`src/rtl/xfer_pkg.sv`:
```
package xfer_pkg;
  typedef struct packed {
    logic incSrc;
    logic decSrc;
    logic incSink;
    logic decSink;
  } xferStrobes_t;
endpackage

```
`src/rtl/xfer_arbiter.sv`:
```
module xfer_arbiter
  import xfer_pkg::*;
(
  input  logic clk,
  input  logic rst,
  input  logic fillReq,
  input  logic moveReq,
  input  logic drainReq,
  output logic fillGnt,
  output logic moveGnt,
  output logic drainGnt,
  output xferStrobes_t strobes
);
  always_comb begin
    drainGnt = drainReq && !rst;
    moveGnt  = moveReq && !drainReq && !rst;
    fillGnt  = fillReq && !moveGnt && !rst;
    strobes.incSrc  = fillGnt;
    strobes.decSrc  = moveGnt;
    strobes.incSink = moveGnt;
    strobes.decSink = drainGnt;
  end

  // drain always wins when requested
  a_r5_drain_wins: assert property (@(posedge clk) disable iff (rst)
    drainReq |-> drainGnt);
  // move blocked only by drain
  a_r6_move_blocked: assert property (@(posedge clk) disable iff (rst)
    (moveReq && !drainGnt) |-> moveGnt);
  // fill and move never both granted
  a_r7_fill_excl: assert property (@(posedge clk) disable iff (rst)
    !(fillGnt && moveGnt));
  // source decrement and sink increment come as a pair
  a_r3_pair: assert property (@(posedge clk) disable iff (rst)
    strobes.decSrc == strobes.incSink);
endmodule

```
`src/rtl/xfer_datapath.sv`:
```
module xfer_datapath
  import xfer_pkg::*;
#(
  parameter int W = 8
) (
  input  logic clk,
  input  logic rst,
  input  xferStrobes_t strobes,
  output logic [W-1:0] srcCount,
  output logic [W-1:0] sinkCount
);
  localparam logic [W-1:0] ONE = W'(1);

  logic [W-1:0] srcNext, sinkNext;

  always_comb begin
    srcNext = srcCount;
    if (strobes.incSrc && !strobes.decSrc) srcNext = srcCount + ONE;
    else if (strobes.decSrc && !strobes.incSrc) srcNext = srcCount - ONE;
    sinkNext = sinkCount;
    if (strobes.incSink && !strobes.decSink) sinkNext = sinkCount + ONE;
    else if (strobes.decSink && !strobes.incSink) sinkNext = sinkCount - ONE;
  end

  always_ff @(posedge clk) begin
    if (rst) begin
      srcCount  <= '0;
      sinkCount <= '0;
    end else begin
      srcCount  <= srcNext;
      sinkCount <= sinkNext;
    end
  end

  logic pastValid;
  always_ff @(posedge clk) pastValid <= !rst;

  // a move step changes both counters by one in opposite directions
  a_r3_atomic_move: assert property (@(posedge clk) disable iff (rst || !pastValid)
    $past(strobes.decSrc) && !$past(rst) |->
      (srcCount == $past(srcCount) - ONE) && (sinkCount == $past(sinkCount) + ONE));
  // no strobe means the counter holds
  a_r8_src_hold: assert property (@(posedge clk) disable iff (rst || !pastValid)
    (!$past(strobes.incSrc) && !$past(strobes.decSrc) && !$past(rst)) |-> $stable(srcCount));
endmodule

```
`src/rtl/atomic_xfer_regs.sv`:
```
module atomic_xfer_regs
  import xfer_pkg::*;
#(
  parameter int W = 8
) (
  input  logic clk,
  input  logic rst,
  input  logic fillReq,
  input  logic moveReq,
  input  logic drainReq,
  output logic fillGnt,
  output logic moveGnt,
  output logic drainGnt,
  output logic [W-1:0] srcCount,
  output logic [W-1:0] sinkCount
);
  xferStrobes_t strobes;

  xfer_arbiter uArb (
    .clk(clk), .rst(rst),
    .fillReq(fillReq), .moveReq(moveReq), .drainReq(drainReq),
    .fillGnt(fillGnt), .moveGnt(moveGnt), .drainGnt(drainGnt),
    .strobes(strobes)
  );

  xfer_datapath #(.W(W)) uDp (
    .clk(clk), .rst(rst), .strobes(strobes),
    .srcCount(srcCount), .sinkCount(sinkCount)
  );
endmodule

```
`config.mk`:
```
export PLATFORM = sky130hd
export DESIGN_NAME = atomic_xfer_regs
export DESIGN_NICKNAME = d
export VERILOG_FILES = /design/src/rtl/xfer_pkg.sv /design/src/rtl/xfer_arbiter.sv /design/src/rtl/xfer_datapath.sv /design/src/rtl/atomic_xfer_regs.sv
export SDC_FILE = /design/constraint.sdc
export NUM_CORES = 1
export LEC_CHECK = 0
export ABC_AREA = 1
export ABC_CLOCK_PERIOD_IN_PS = 4300
export BUFFER_PORTS_ARGS = -buffer_cell sky130_fd_sc_hd__buf_2
export CORE_UTILIZATION = 50
export DETAILED_ROUTE_END_ITERATION = 12
export PLACE_DENSITY = 0.78
export SLEW_MARGIN = 5
export SYNTH_ARGS = -nofsm -noshare
export SYNTH_HDL_FRONTEND = slang
export SYNTH_SLANG_ARGS = --single-unit
```
`constraint.sdc`:
```
create_clock -name clk -period 4.3 [get_ports clk]
set_input_delay 0.86 -clock clk [delete_from_list [all_inputs] [get_ports clk]]
set_output_delay 0.86 -clock clk [all_outputs]
set_load 0.02 [all_outputs]
```
Yosys cells after proc, flatten, opt, wreduce, memory -nomap -nowiden
Index checks and enable logic that the tools add are counted.

word-level totals
  bits in latches = 0
  memory bits (read-only) = 0
  register bits = 16
  bits in writable memories = 0
  memories = 0

operators by class
  $mul = 0
  reductions and logical operators = 16
  $lt $le $gt $ge = 0
  muxes and demuxes = 4
  shifts and indexed selects = 0
  equal/unequal tests = 0
  divide/modulo/power cells = 0
  add/sub/neg operators = 4
  bitwise operators = 0

operator list
  operator                                                            count
  8-bit 2-to-1 mux                                                    4
  8-bit by 1-bit adder with 8-bit output, second input constant       2
  8-bit by 1-bit subtractor with 8-bit output, second input constant  2
  1-bit logical AND                                                   9
  1-bit logical NOT                                                   5
  2-bit nonzero test                                                  2

Depth between registers and ports, before layout
  word-level depth = 10
  depth in mapped cells = 16
  depth with buffers taken out = 16

Cells and area by module
From an unflattened synthesis, not the netlist that was laid out.

unflattened totals
  cell total of the unflattened synthesis = 200
  area, all modules = 1353.8 um^2

by module, submodules not included
  module         cells an instance  area an instance (um^2)  instances  sequential area each (um^2)
  xfer_datapath  188                1287.5                   1          320.3
  xfer_arbiter   12                 66.3                     1          0.0

Worst setup path before layout
Ideal clock, no wire load.

  path type = input port to flip-flop
  start = input port rst
  end = register uDp.srcCount[7]
  library setup time = 109 ps
  buffers on the path = 1
  stages on the path = 15
  data required time = 4191 ps
  setup slack = 1287 ps
  arrival = 2905 ps
  path through = buf_6 -> nor3_2 -> inv_2 -> nand3_1 -> inv_1 -> ha_1 -> inv_1 -> ha_1 -> or2_4 -> nand3_2 -> nand2_1 -> nand2_1 -> nand3_1 -> nand2_1 -> inv_1

on the way
  cells in the longest elaborated chain, start to end = 8
  elaborated cells between the ends (all ways) = 10
  classes of those cells = mux (1); reduce/logical (9)

RTL lines
  item                                 RTL line                text
  start: declaration                   atomic_xfer_regs.sv:7   input logic rst,
  1-bit logical NOT *                  -
  1-bit logical AND *                  xfer_arbiter.sv:16      moveGnt = moveReq && !drainReq && !rst;
  named net moveGnt                    atomic_xfer_regs.sv:12  output logic moveGnt,
  1-bit logical NOT *                  xfer_arbiter.sv:17      fillGnt = fillReq && !moveGnt && !rst;
  1-bit logical AND * (2 in series)    xfer_arbiter.sv:17
  named net fillGnt                    atomic_xfer_regs.sv:11  output logic fillGnt,
  1-bit logical NOT                    xfer_datapath.sv:19     else if (strobes.decSrc && !strobes.incSrc) srcNext = srcCount - ONE;
  1-bit logical AND                    xfer_datapath.sv:19
  2-bit nonzero test (no source line)  -
  end signal: assignment               xfer_datapath.sv:30     srcCount <= srcNext;
  end: declaration                     xfer_datapath.sv:9      output logic [W-1:0] srcCount,

Mark *: on every way through the listed nets, which the timed path passes. The rest lies on a longest branch.
A chain may end at the register's enable or synchronous reset.

Worst setup path in the final report
  start = input port rst
  end = register uDp.srcCount[7]

on the way
  cells in the longest elaborated chain, start to end = 8
  elaborated cells between the ends (all ways) = 10
  classes of those cells = mux (1); reduce/logical (9)

RTL lines
  item                                 RTL line
  1-bit logical NOT                    -
  1-bit logical AND                    xfer_arbiter.sv:16
  1-bit logical NOT                    xfer_arbiter.sv:17, xfer_datapath.sv:18
  1-bit logical AND (2 in series)      xfer_arbiter.sv:17
  1-bit logical NOT                    xfer_datapath.sv:19
  1-bit logical AND                    xfer_datapath.sv:19
  2-bit nonzero test (no source line)  -

Several ways; a longest one is shown, not always the timed one.

==> results by stage <==
Synthesis:
- During synthesis, Yosys emitted a total of 0 warnings.
- The netlist area before placement is 0.00133 mm2.
- The dominant cell type by area after synthesis is dfxtp_1.
- The area fraction in compound gates after synthesis is 7.53%.
- The average instance in the mapped netlist occupies 6.79 um2.
- The portion of netlist area occupied by mux cells is 0%.
- The synthesized netlist devotes 3.29% of its cell area to XOR and XNOR gates.
- The main combinational cell family by area after synthesis is simple AND/OR/NAND/NOR gates.
- In this run, synthesis produced a sequential element count of 16.
- The area fraction of the dominant cell type after synthesis is 24.1%.
- The number of nets in the synthesized netlist is 217.
- The post-synthesis share of cell area spent on and, or, nand and nor gates is 36.7%.
- The share of synthesized cell area in full adder, half adder and majority cells is 16.2%.
- The cell count after synthesis came out at 196.
- Ranked by total cell area, the synthesized netlist is headed by dfxtp_1 (24%), ha_1 (13%), nand2_1 (12%).
- The fraction of the yosys area taken by sequential cells is 24.1%.
- Counting distinct cell types in the post-synthesis netlist gives 23.

GRT:
- The number of global-route vias before repair is 956.
- The pin count of the biggest net entering global routing is 15.
- The initial antenna violation count came to 0.
- After global routing the overflow that remains totals 0.
- The global-route total usage across every layer is 19.2%.
- The wire length of the first global-routing pass is 4000 um.

Floorplanning:
- The die is 53.6 um tall.
- The die outline area is 0.00287 mm2.
- The boundary pin count is 24.
- The placeable core region is 0.00250 mm2.
- The floorplan die width is 53.6 um.
- The cell row count is 18.
- For this configuration, the core starts out at a cell density of 53.2%.

CTS:
- The number of CTS-inserted buffers is 3.
- Counting along the longest clock path gives a buffer depth of 2.
- The insertion delay to the later sink of the worst-skew pair is 0.29 ns.
- The clock tree root buffer cell is clkbuf_4.
- In this run the number of H-tree levels came out at 1.
- The TritonCTS clock tree is done.
- The setup fix buffers added after clock tree synthesis is 0.
- Hold repair after CTS inserted 0 buffers.
- Clock-pin slew was measured on the worst setup and hold paths at 0.10 ns.
- The clock sink count is 16.
- The number of gates resized after CTS is 0.

Power:
- For this design the ratio of total power to cell area is 355 mW/mm2.
- Summed over all nets, the switching power comes to 0.224 mW.
- In this run, flip-flops and latches consume 35.2% of the power.
- In this run, the clock network consumes 15.4% of the power.
- The internal portion of the total power is 0.301 mW.
- Combinational cells account for 49.4% of the total power.
- The switching part of the total is 42.6%.
- The leakage power summed over all cells is 0.872 nW.
- The maximum VDD drop is 257 uV.

Timing:
- Adding up every negative setup slack in the final design gives 0 ns.
- The fmax is 377 MHz.
- The worst hold slack across all endpoints is 0.515 ns.
- Counting I/O delays and the setup requirement, the final critical path takes 2.65 ns.
- The number of endpoints failing setup at the final stage is 0.
- Setup repair after global routing left no endpoint under its margin.
- The worst-case clock skew is 0.0108 ns.
- The number of pins exceeding their max-slew limit in the final report is 0.
- The transition time at the pin with the least slew margin is 0.253 ns.
- The count of final hold-check violations was 0.
- In this run the tightest slew margin relative to its limit is 83.1%.
- The worst path uses 61.6% of the clock period.

Layout:
- The final core utilization is 59.1%.
- Cells with a size suffix above 1 make up 19.2% of the layout.
- From synthesis to final layout, the design area changed by 11.1%.
- The multi-input combinational cells in the finished layout cover a total of 847 um2.
- The count of filler cells inserted in the layout is 253.
- The most common cell after layout, fill and taps aside is nand2_1.
- The sequential cell area is 320 um2.
- The number of antenna cells inserted is 0.
- In the layout the commonest cells are nand2_1 (43), inv_1 (32), nor2_1 (25), buf_2 (23), nand3_1 (17).
- The net count reported at finish is 242.

Drt:
- For this run, design rule violations remaining after detail routing come to 0.
- Dividing the detail-routed wire length by the instance count gives 10.1 um.
- After detailed routing, the number of vias per cell comes to 4.84.
- In this run the remaining antenna-violating nets after routing total 0.
- The DRC violation total after the first TritonRoute iteration is 34.
- The total via count in the routed design is 1206.
- The sum of routed wire length over all layers is 2520 um.
- For this run, the detailed router's first-pass iteration total came to 4.

Placed design:
- The post-DP HPWL is 1950 um.
- The routability congestion estimate from global placement is 0.840.
- Buffers placed on the I/O ports in this run total 23.

Setup path:
- The worst setup path is captured at a flip-flop.
- The maximum fanout encountered on the critical timing path is 10.
- The startpoint type of the worst setup path is an input pin.
- The type of the setup path with the least slack is in -> reg.
- At the worst endpoint, the arrival time is 2.86 ns.
- The data required time of the worst path is 4.51 ns.

Min path:
- The type of the worst min-delay path is reg -> reg.

Run:
- The tool flagged a number of max-cap violations equal to 0.

Outcome:
- The run finished with clean final reports.
[power by group through the flow]
stage / clock network [mW] / registers (mW) / logic, mW
after floorplan: 0 / 0.208 / 0.189
after global placement: 0 / 0.188 / 0.255
after detailed placement: 0 / 0.188 / 0.259
after CTS: 0.0832 / 0.185 / 0.259
after global routing: 0.0867 / 0.188 / 0.297
final: 0.0810 / 0.184 / 0.259
[cell usage after synthesis (all sizes together)]
cell type,number
a21oi,7
buf,3
dfxtp,16
fa,2
ha,14
inv,36
nand2,46
nand3,19
nand3b,6
nor2,28
nor3,1
o211ai,4
o21ai,7
or2,2
xor2,5
[through the flow]
stage	power, mW	setup WS [ns]	cells	area [um2]
after floorplan	0.397	1.29	196	1330
after global placement	0.443	1.40	246	1460
after detailed placement	0.447	1.33	246	1460
after CTS	0.527	1.64	249	1480
after global routing	0.572	1.45	249	1480
final	0.525	1.65	249	1480
[final timing paths]
kind / from / to / slack [ns] / cells past startpoint
setup / recovery: rst / uDp.srcCount[7]$_SDFFE_PP0P_ / 1.65 / 16
hold / removal: uDp.srcCount[4]$_SDFFE_PP0P_ / uDp.srcCount[4]$_SDFFE_PP0P_ / 0.52 / 2
setup reg to reg: uDp.sinkCount[0]$_SDFFE_PP0P_ / uDp.sinkCount[6]$_SDFFE_PP0P_ / 2.84 / 7
hold reg to reg: uDp.srcCount[4]$_SDFFE_PP0P_ / uDp.srcCount[4]$_SDFFE_PP0P_ / 0.52 / 2
[critical path: stages]
cell and delay (ns):
buf_2 0.17, nor3_2 0.25, inv_2 0.06, nand3_1 0.06, inv_1 0.05, ha_1 0.22
inv_1 0.21, ha_1 0.33, nand2_1 0.12, inv_1 0.04, a21oi_1 0.18, nand2_1 0.07
nand2_1 0.06, nand3_1 0.07, nand2_1 0.07, inv_1 0.03
[area by class of cell]
| class | count | share of cell area, % |
|---|---|---|
| clock buffers | 3 | 1.52 |
| inverters | 36 | 9.14 |
| multi-input cells | 141 | 57.3 |
| flip-flops and latches | 16 | 21.7 |
| well taps | 30 | 2.54 |
| repair buffers | 23 | 7.79 |
[kinds of logic after synthesis]
logic type               after synthesis
XOR/XNOR                               5
AND/OR/NAND/NOR                      102
AO/OA/AOI/OAI                         18
adder cells (fa/ha/maj)               16
buffers and inverters                 39
flip-flops                            16
[metal layers]
metal	part of all wire, %	vias up	global-route usage, %	routed length (um)
met3	5.8	4	5.08	146
met1	52	500	26.4	1320
met4	0.75	0	3.95	19
met5	0	-	0	0
li1	-	669	-	-
met2	41	33	29.8	1040
[sequential cells by signal (all words and copies together) (netlist names)]
| register | count |
|---|---|
| uDp.sinkCount | 8 |
| uDp.srcCount | 8 |
(Power assumes the default switching activity.)
